==> src/rtl/apb_seq_pkg.sv <==
package apb_seq_pkg;
  typedef enum logic [1:0] {
    PH_REST   = 2'd0,
    PH_SETUP  = 2'd1,
    PH_ACCESS = 2'd2
  } phase_e;
endpackage

==> src/rtl/seq_req_fifo.sv <==
module seq_req_fifo #(
  parameter int W     = 8,
  parameter int DEPTH = 4
) (
  input  logic         clk,
  input  logic         rst_n,
  input  logic         push,
  input  logic [W-1:0] din,
  input  logic         pop,
  output logic [W-1:0] dout,
  output logic         empty,
  output logic         full
);
  localparam int PTR_W = (DEPTH > 1) ? $clog2(DEPTH) : 1;
  localparam int CNT_W = $clog2(DEPTH + 1);
  localparam logic [PTR_W-1:0] LAST = PTR_W'(DEPTH - 1);

  logic [W-1:0]     slots [DEPTH];
  logic [PTR_W-1:0] wr_ptr, rd_ptr, wr_nxt, rd_nxt;
  logic [CNT_W-1:0] count;

  // pointer wrap: free wrap for power-of-two depths, compare otherwise
  generate
    if ((1 << PTR_W) == DEPTH) begin : g_pow2
      assign wr_nxt = wr_ptr + PTR_W'(1);
      assign rd_nxt = rd_ptr + PTR_W'(1);
    end else begin : g_mod
      assign wr_nxt = (wr_ptr == LAST) ? '0 : wr_ptr + PTR_W'(1);
      assign rd_nxt = (rd_ptr == LAST) ? '0 : rd_ptr + PTR_W'(1);
    end
  endgenerate

  always_ff @(posedge clk) begin
    if (push) slots[wr_ptr] <= din;
  end

  always_ff @(posedge clk) begin
    if (!rst_n) begin
      wr_ptr <= '0;
      rd_ptr <= '0;
      count  <= '0;
    end else begin
      if (push) wr_ptr <= wr_nxt;
      if (pop)  rd_ptr <= rd_nxt;
      case ({push, pop})
        2'b10:   count <= count + CNT_W'(1);
        2'b01:   count <= count - CNT_W'(1);
        default: count <= count;
      endcase
    end
  end

  assign dout  = slots[rd_ptr];
  assign empty = (count == '0);
  assign full  = (count == CNT_W'(DEPTH));
endmodule

==> src/rtl/seq_phase_ctrl.sv <==
module seq_phase_ctrl
  import apb_seq_pkg::*;
#(
  parameter int AW = 16,
  parameter int DW = 32
) (
  input  logic          clk,
  input  logic          rst_n,
  input  logic          have_req,
  input  logic          req_write,
  input  logic [AW-1:0] req_addr,
  input  logic [DW-1:0] req_wdata,
  input  logic          pready,
  output logic          take,
  output logic          done,
  output logic          done_write,
  output logic          psel,
  output logic          penable,
  output logic [AW-1:0] paddr,
  output logic          pwrite,
  output logic [DW-1:0] pwdata
);
  phase_e phase, phase_nxt;

  always_comb begin
    done      = (phase == PH_ACCESS) && pready;
    take      = 1'b0;
    phase_nxt = phase;
    unique case (phase)
      PH_REST: begin
        if (have_req) begin
          take      = 1'b1;
          phase_nxt = PH_SETUP;
        end
      end
      PH_SETUP: phase_nxt = PH_ACCESS;
      PH_ACCESS: begin
        if (pready) begin
          take      = have_req;
          phase_nxt = have_req ? PH_SETUP : PH_REST;
        end
      end
      default: phase_nxt = PH_REST;
    endcase
  end

  always_ff @(posedge clk) begin
    if (!rst_n) begin
      phase  <= PH_REST;
      paddr  <= '0;
      pwrite <= 1'b0;
      pwdata <= '0;
    end else begin
      phase <= phase_nxt;
      // bus fields only move when a new request is loaded; stale at rest
      if (take) begin
        paddr  <= req_addr;
        pwrite <= req_write;
        pwdata <= req_wdata;
      end
    end
  end

  assign psel       = (phase != PH_REST);
  assign penable    = (phase == PH_ACCESS);
  assign done_write = pwrite;
endmodule

==> src/rtl/seq_rsp_reg.sv <==
module seq_rsp_reg #(
  parameter int DW = 32
) (
  input  logic          clk,
  input  logic          rst_n,
  input  logic          done,
  input  logic          done_write,
  input  logic [DW-1:0] prdata,
  input  logic          pslverr,
  output logic          rsp_valid,
  output logic          rsp_write,
  output logic [DW-1:0] rsp_rdata,
  output logic          rsp_err
);
  always_ff @(posedge clk) begin
    if (!rst_n) begin
      rsp_valid <= 1'b0;
      rsp_write <= 1'b0;
      rsp_rdata <= '0;
      rsp_err   <= 1'b0;
    end else begin
      rsp_valid <= done;
      if (done) begin
        rsp_write <= done_write;
        rsp_rdata <= done_write ? '0 : prdata;
        rsp_err   <= pslverr;
      end
    end
  end
endmodule

==> src/rtl/apb_txn_sequencer.sv <==
module apb_txn_sequencer #(
  parameter int ADDR_W      = 16,
  parameter int DATA_W      = 32,
  parameter int QUEUE_DEPTH = 4
) (
  input  logic              clk,
  input  logic              rst_n,
  input  logic              req_valid,
  output logic              req_ready,
  input  logic              req_write,
  input  logic [ADDR_W-1:0] req_addr,
  input  logic [DATA_W-1:0] req_wdata,
  output logic              rsp_valid,
  output logic              rsp_write,
  output logic [DATA_W-1:0] rsp_rdata,
  output logic              rsp_err,
  output logic              psel,
  output logic              penable,
  output logic [ADDR_W-1:0] paddr,
  output logic              pwrite,
  output logic [DATA_W-1:0] pwdata,
  input  logic              pready,
  input  logic [DATA_W-1:0] prdata,
  input  logic              pslverr
);
  localparam int REQ_W = 1 + ADDR_W + DATA_W;

  logic [REQ_W-1:0]  q_in, q_out;
  logic              q_empty, q_full, q_push, q_pop;
  logic              done, done_write;
  logic              head_write;
  logic [ADDR_W-1:0] head_addr;
  logic [DATA_W-1:0] head_wdata;

  assign q_in      = {req_write, req_addr, req_wdata};
  assign req_ready = !q_full;
  assign q_push    = req_valid && !q_full;
  assign {head_write, head_addr, head_wdata} = q_out;

  seq_req_fifo #(.W(REQ_W), .DEPTH(QUEUE_DEPTH)) u_queue (
    .clk   (clk),
    .rst_n (rst_n),
    .push  (q_push),
    .din   (q_in),
    .pop   (q_pop),
    .dout  (q_out),
    .empty (q_empty),
    .full  (q_full)
  );

  seq_phase_ctrl #(.AW(ADDR_W), .DW(DATA_W)) u_phase (
    .clk        (clk),
    .rst_n      (rst_n),
    .have_req   (!q_empty),
    .req_write  (head_write),
    .req_addr   (head_addr),
    .req_wdata  (head_wdata),
    .pready     (pready),
    .take       (q_pop),
    .done       (done),
    .done_write (done_write),
    .psel       (psel),
    .penable    (penable),
    .paddr      (paddr),
    .pwrite     (pwrite),
    .pwdata     (pwdata)
  );

  seq_rsp_reg #(.DW(DATA_W)) u_rsp (
    .clk        (clk),
    .rst_n      (rst_n),
    .done       (done),
    .done_write (done_write),
    .prdata     (prdata),
    .pslverr    (pslverr),
    .rsp_valid  (rsp_valid),
    .rsp_write  (rsp_write),
    .rsp_rdata  (rsp_rdata),
    .rsp_err    (rsp_err)
  );
endmodule

==> config.mk <==
export PLATFORM = sky130hd
export DESIGN_NAME = apb_txn_sequencer
export DESIGN_NICKNAME = d
export VERILOG_FILES = /design/src/rtl/apb_seq_pkg.sv /design/src/rtl/seq_req_fifo.sv /design/src/rtl/seq_phase_ctrl.sv /design/src/rtl/seq_rsp_reg.sv /design/src/rtl/apb_txn_sequencer.sv
export SDC_FILE = /design/constraint.sdc
export NUM_CORES = 1
export LEC_CHECK = 0
export ABC_AREA = 1
export CAP_MARGIN = 20
export CORE_MARGIN = 3
export CORE_UTILIZATION = 30
export CTS_CLUSTER_SIZE = 16
export DETAILED_ROUTE_END_ITERATION = 7
export SYNTH_ARGS = -nofsm -noshare
export SYNTH_HDL_FRONTEND = slang
export SYNTH_SLANG_ARGS = --single-unit
==> constraint.sdc <==
create_clock -name clk -period 3.71 [get_ports clk]
set_input_delay 0.5565 -clock clk [delete_from_list [all_inputs] [get_ports clk]]
set_output_delay 0.5565 -clock clk [all_outputs]
set_load 0.03 [all_outputs]
# Word level (Yosys, flattened, before mapping)
# Memory sizes are Yosys's and may differ from the RTL's. A register that Yosys moved wholly into a read port is not among the register bits.
# Index checks and enable logic that the tools add are counted.
classes:
  add_sub_neg: 4
  n_eq_ne: 7
  n_mux: 11
  n_reduce_logical: 10
op_table:
  columns: ["cell", "count"]
  rows:
  - ["32-bit two-way mux", 1]
  - ["2-bit case mux with 3 select lines", 1]
  - ["3-bit case mux with 2 select lines", 1]
  - ["1-bit two-way mux", 5]
  - ["2-bit by 1-bit adder with 2-bit output, second input constant", 2]
  - ["2-bit by 1-bit == test with 1-bit output, second input constant", 2]
  - ["2-bit == test, second input constant", 2]
  - ["2-bit two-way mux", 2]
  - ["2-bit nonzero test", 2]
  - ["3-bit by 1-bit adder with 3-bit output, second input constant", 1]
  - ["3-bit == test, second input constant", 1]
  - ["1-bit zero test", 3]
  - ["3-bit zero test", 1]
  - ["3-bit by 1-bit subtractor with 3-bit output, second input constant", 1]
  - ["1-bit logical AND", 2]
  - ["2-bit zero test", 1]
  - ["2-bit by 1-bit != test with 1-bit output, second input constant", 1]
  - ["2-bit != test, second input constant", 1]
  - ["1-bit case mux with 2 select lines", 1]
  - ["2-bit AND reduction", 1]
totals:
  regBits: 44
  mem_bits_rw: 196
  inputBits: 86
  out_inout_bits: 87
  elab_cells: 41
  n_memories: 1
mem_list:
  columns: ["memory", "words", "width", "read_ports", "rd_ports_with_merged_regs", "wr", "line_no", "text"]
  rows:
  - ["u_queue.slots", 4, 49, 1, 1, 1, "seq_req_fifo.sv:18", "logic [W-1:0] slots [DEPTH];"]

# Logic depth before layout (Yosys ltp)
depth:
  depth_word: 6
  depth_mapped: 14
  ltp_nobuf: 13

# Hierarchy
# Synthesis repeated with hierarchy kept, for this count alone.
hier_totals:
  cells_unflattened: 1028
  area_unflattened_um2: 11285.8
modules_own_cells:
  columns: ["mod", "n_inst", "cells_per_inst", "area_each_um2", "seq_area_each_um2"]
  rows:
  - ["seq_req_fifo", 1, 531, 7699.9, 6065.8]
  - ["seq_phase_ctrl", 1, 338, 2264.7, 1021.0]
  - ["seq_rsp_reg", 1, 155, 1303.8, 700.7]
  - ["apb_txn_sequencer", 1, 4, 17.5, 0.0]

# Worst setup path before layout
# OpenSTA, ideal clock, no wires.
synth_timing:
  path_kind: "register to register"
  from: "reg u_queue.count[0]"
  to: "mem u_queue.slots[0][0] (netlist name) (enable)"
  setup_time_ns: 0.456
  arrival_ns: 3.014
  required_time_ns: 3.254
  path_slack_ns: 0.240
  stages_incl_launch_ff: 5
  path_buffers: 0
  synth_period_minus_slack_ns: 3.470
  cell_sequence: "dfxtp_1 inv_1 nand3_1 nand2_1 nor2_1"
synth_between:
  elab_chain_len: 5
synth_lines:
  columns: ["element", "line_no", "text"]
  rows:
  - ["start: declaration", "seq_req_fifo.sv:20", "logic [CNT_W-1:0] count;"]
  - ["start signal: assignment", "seq_req_fifo.sv:46", "2'b10: count <= count + CNT_W'(1);"]
  - ["start signal: assignment", "seq_req_fifo.sv:47", "2'b01: count <= count - CNT_W'(1);"]
  - ["start signal: assignment", "seq_req_fifo.sv:48", "default: count <= count;"]
  - ["3-bit == test", "seq_req_fifo.sv:55", "assign full = (count == CNT_W'(DEPTH));"]
  - ["1-bit zero test", null, null]
  - ["net req_ready", "apb_txn_sequencer.sv:9", "output logic req_ready,"]
  - ["1-bit logical AND", "apb_txn_sequencer.sv:37", "assign q_push = req_valid && !q_full;"]
  - ["1-bit two-way mux", "seq_req_fifo.sv:34", "if (push) slots[wr_ptr] <= din;"]
  - ["1-bit two-way mux (not written as such)", "seq_req_fifo.sv:34", null]
  - ["end: declaration", "seq_req_fifo.sv:18", null]
# The timed path passes the listed nets, and every way through them passes these cells.

# Worst setup path after layout
layout_timing:
  from: "reg u_queue.count[0]"
  to: "out req_ready"
layout_between:
  elab_chain_len: 2
layout_lines:
  columns: ["element", "line_no", "text"]
  rows:
  - ["3-bit == test", "seq_req_fifo.sv:55", null]
  - ["1-bit zero test", "apb_txn_sequencer.sv:36", "assign req_ready = !q_full;"]
  - ["end: declaration", "apb_txn_sequencer.sv:9", null]
# No other way between the ends.

==> impl_results.md <==
* Final #Nets at 1,558
* Iter 0 DRT Violations at 336
* Most common library cell in the layout ignoring fill and taps: nand2_1
* Filler instances at 3,748
* Antenna violations before repair at 1
* Syn_area_per_cell at 9.15 sq um
* Vias per cell at 4.18
* Largest net degree at the start of global routing at 60
* Routed WL at 27,200 microns
* Clk buf depth at 3
* Synth cell types at 20
* Yosys reg bits at 289
* RSZ-0062 raised after global routing: false
* Crit path DAT at 1830 ps
* Detailed Place HPWL at 15,600 microns
* Synth Warn # at 0
* DR pass1 iterations at 6
* Die H at 206 microns
* P&R area growth vs syn at 28.4%
* Reg clk slew, reported paths at 50 ps
* Ranking of synthesized cells by area: edfxtp_1 (49%), dfxtp_1 (16%), nand2_1 (12%), inv_1 (8.3%), nand3_1 (5.7%)
* Sum Neg Setup Slack at 0 ps
* Core ar. at 0.0390 sq mm
* Worst-margin pin slew at 1000 ps
* Share of layout cells above drive strength 1 at 5.43%
* Final Cycle Share at 64.2%
* First-pass GRT wire length at 42,300 microns
* Area of the die at 0.0423 sq mm
* Pwr per Cell Area at 716 mW/mm^2
* Leakage Power at 6.74 nW
* Synth Area in Simple Gates at 21.5%
* Crit path largest cell delay at 730 ps
* Vias in the first global route at 7,898
* Worst hold path class: register to register
* GRT Residual Overflow at 0
* Starting density of the core at 30.7%
* Clock skew at 10.4 ps
* Clock sink count at 289
* Syn Nets at 1,399
* Place WS at 1090 ps
* Max-cap viol count at 0
* Clock latency at the later pin of the worst-skew pair at 520 ps
* Worst Setup Start Kind: register
* Final Hold Fails at 0
* Max IR drop VDD at 321 uV
* Critical path, cell by cell: inv_1, nand3_1, clkdlybuf4s50_1
* Most frequent cells in the layout: nand2_1 (392), inv_1 (264), edfxtp_1 (196)
* Setup Fix Bufs, Post-CTS at 0
* WL/cell at 13.5 microns
* IO Port Bufs at 172
* Status: completed
* Register area share after synthesis at 64.8%
* DR vias at 8,396
* Cts-stage hold buffer count at 0
* Cts bufs inserted at 34
* Fin. max-slew vios at 0
* Maximum fanout along the worst path at 4
* Min cycle time layout at 2380 ps
* Die X at 206 microns
* Root Buffer: clkbuf_16
* Dominant cell type by area after synthesis: edfxtp_1
* Fmax at 420 MHz
* ANT nets after route at 0
* Placer Congestion at 0.733
* CTS HTree Levels at 2
* Relative slew slack at 33.1%
* Mux cell area share after synthesis at 0%
* Crit path kind: register to primary output
* Main combinational cell family by area after synthesis: simple AND/OR/NAND/NOR gates
* Synthesized-area fraction occupied by adder cells at 0.690%
* Ant diodes at 0
* # rows at 72
* Post-Syn Area at 0.0120 sq mm
* Crit path required time at 3150 ps
* IO Count at 173
* Mapped Cells at 1,307
* Tot GR Track Use at 12.7%
* Final setup violation count at 0
* Slowest stage cell, crit path: clkdlybuf4s50_1
* Setup ws final at 1330 ps
* Xor/xnor share of the synthesized area at 0%
* CTS tree: done
* Final hold slack at 464 ps
* Post-CTS sizing at 0
* Compound-Gate Fraction of Synth Area at 1.85%
* CP Capture Type: primary output
* Synth top area share at 49.2%
* DRC viols at 0
* Design Power at 11.0 mW
cells by family after synthesis:
group | count (synthesis)
AO/OA/AOI/OAI | 43
adder cells (fa/ha/maj) | 6
flip-flops | 289
buffers and inverters | 329
AND/OR/NAND/NOR | 640
through the flow:
stage | cells | utilization (%) | instance area (sq um)
2_1_floorplan | 1307 | - | 12000
3_3_place_gp | 1948 | 36.4 | 14200
3_5_place_dp | 1948 | 36.4 | 14200
4_1_cts | 2010 | 39.4 | 15400
5_1_grt | 2010 | 39.4 | 15400
6_report | 2010 | 39.4 | 15400
path summary, 6_finish.rpt:
kind	endpoint	cells past startpoint	start	slack [ps]
min	u_queue.count[0]	1	u_queue.count[0]	460
max reg2reg	u_queue.count[2]	12	u_queue.count[0]	1500
min reg2reg	u_queue.count[0]	1	u_queue.count[0]	460
max	req_ready	3	u_queue.count[0]	1330
synth_stat cells:
| library cell | n |
|---|---|
| nand2_1 | 393 |
| inv_1 | 264 |
| edfxtp_1 | 196 |
| nand3_1 | 137 |
| nor2_1 | 109 |
| dfxtp_1 | 93 |
| buf_2 | 27 |
| o21ai_1 | 19 |
| clkbuf_1 | 18 |
| a21oi_1 | 14 |
| o21ai_0 | 8 |
| buf_4 | 7 |
| buf_1 | 5 |
| buf_6 | 5 |
| ha_1 | 5 |
| inv_2 | 3 |
| a211oi_1 | 1 |
| a21oi_2 | 1 |
| fa_1 | 1 |
| nor2_2 | 1 |
state kept, by name (all words and copies together), names as in the netlist:
register            cells
u_rsp.rsp_rdata        32
u_queue.rd_ptr          2
u_rsp.rsp_valid         1
u_queue.count           3
u_phase.pwdata         32
u_phase.done_write      1
u_phase.paddr          16
u_queue.slots         196
u_rsp.rsp_err           1
u_phase.phase           2
u_queue.wr_ptr          2
u_rsp.rsp_write         1
metal layers:
layer | global-route usage [%] | up-vias | part of all wire, %
met3 | 3.45 | 45 | 7.1
met5 | 0 | - | 0.033
met4 | 5.13 | 2 | 2.5
met1 | 15.4 | 3807 | 43
li1 | - | 4338 | -
met2 | 21.5 | 204 | 47
worst max-delay path: cells and delay by family, from the launching register on:
family | cells | cell delay, ps
buffers and inverters | 2 | 820
DFF | 1 | 350
and+or+nand+nor | 1 | 140
layout make-up:
| class | count | area (sq um) | area share [%] |
|---|---|---|---|
| sequential | 289 | 7750 | 50.5 |
| multi-input combinational | 689 | 2920 | 19.0 |
| timing repair buffer | 185 | 1870 | 12.2 |
| clock buffer | 49 | 1020 | 6.67 |
| inverter | 267 | 1000 | 6.53 |
| tap | 518 | 648 | 4.22 |
| clock inverter | 13 | 145 | 0.945 |
report_power, final:
part | switching, mW | internal (mW)
registers | 0.176 | 3.91
clock network | 1.28 | 2.14
logic | 2.32 | 1.18
total | 3.77 | 7.22
(Power assumes the default switching activity.)
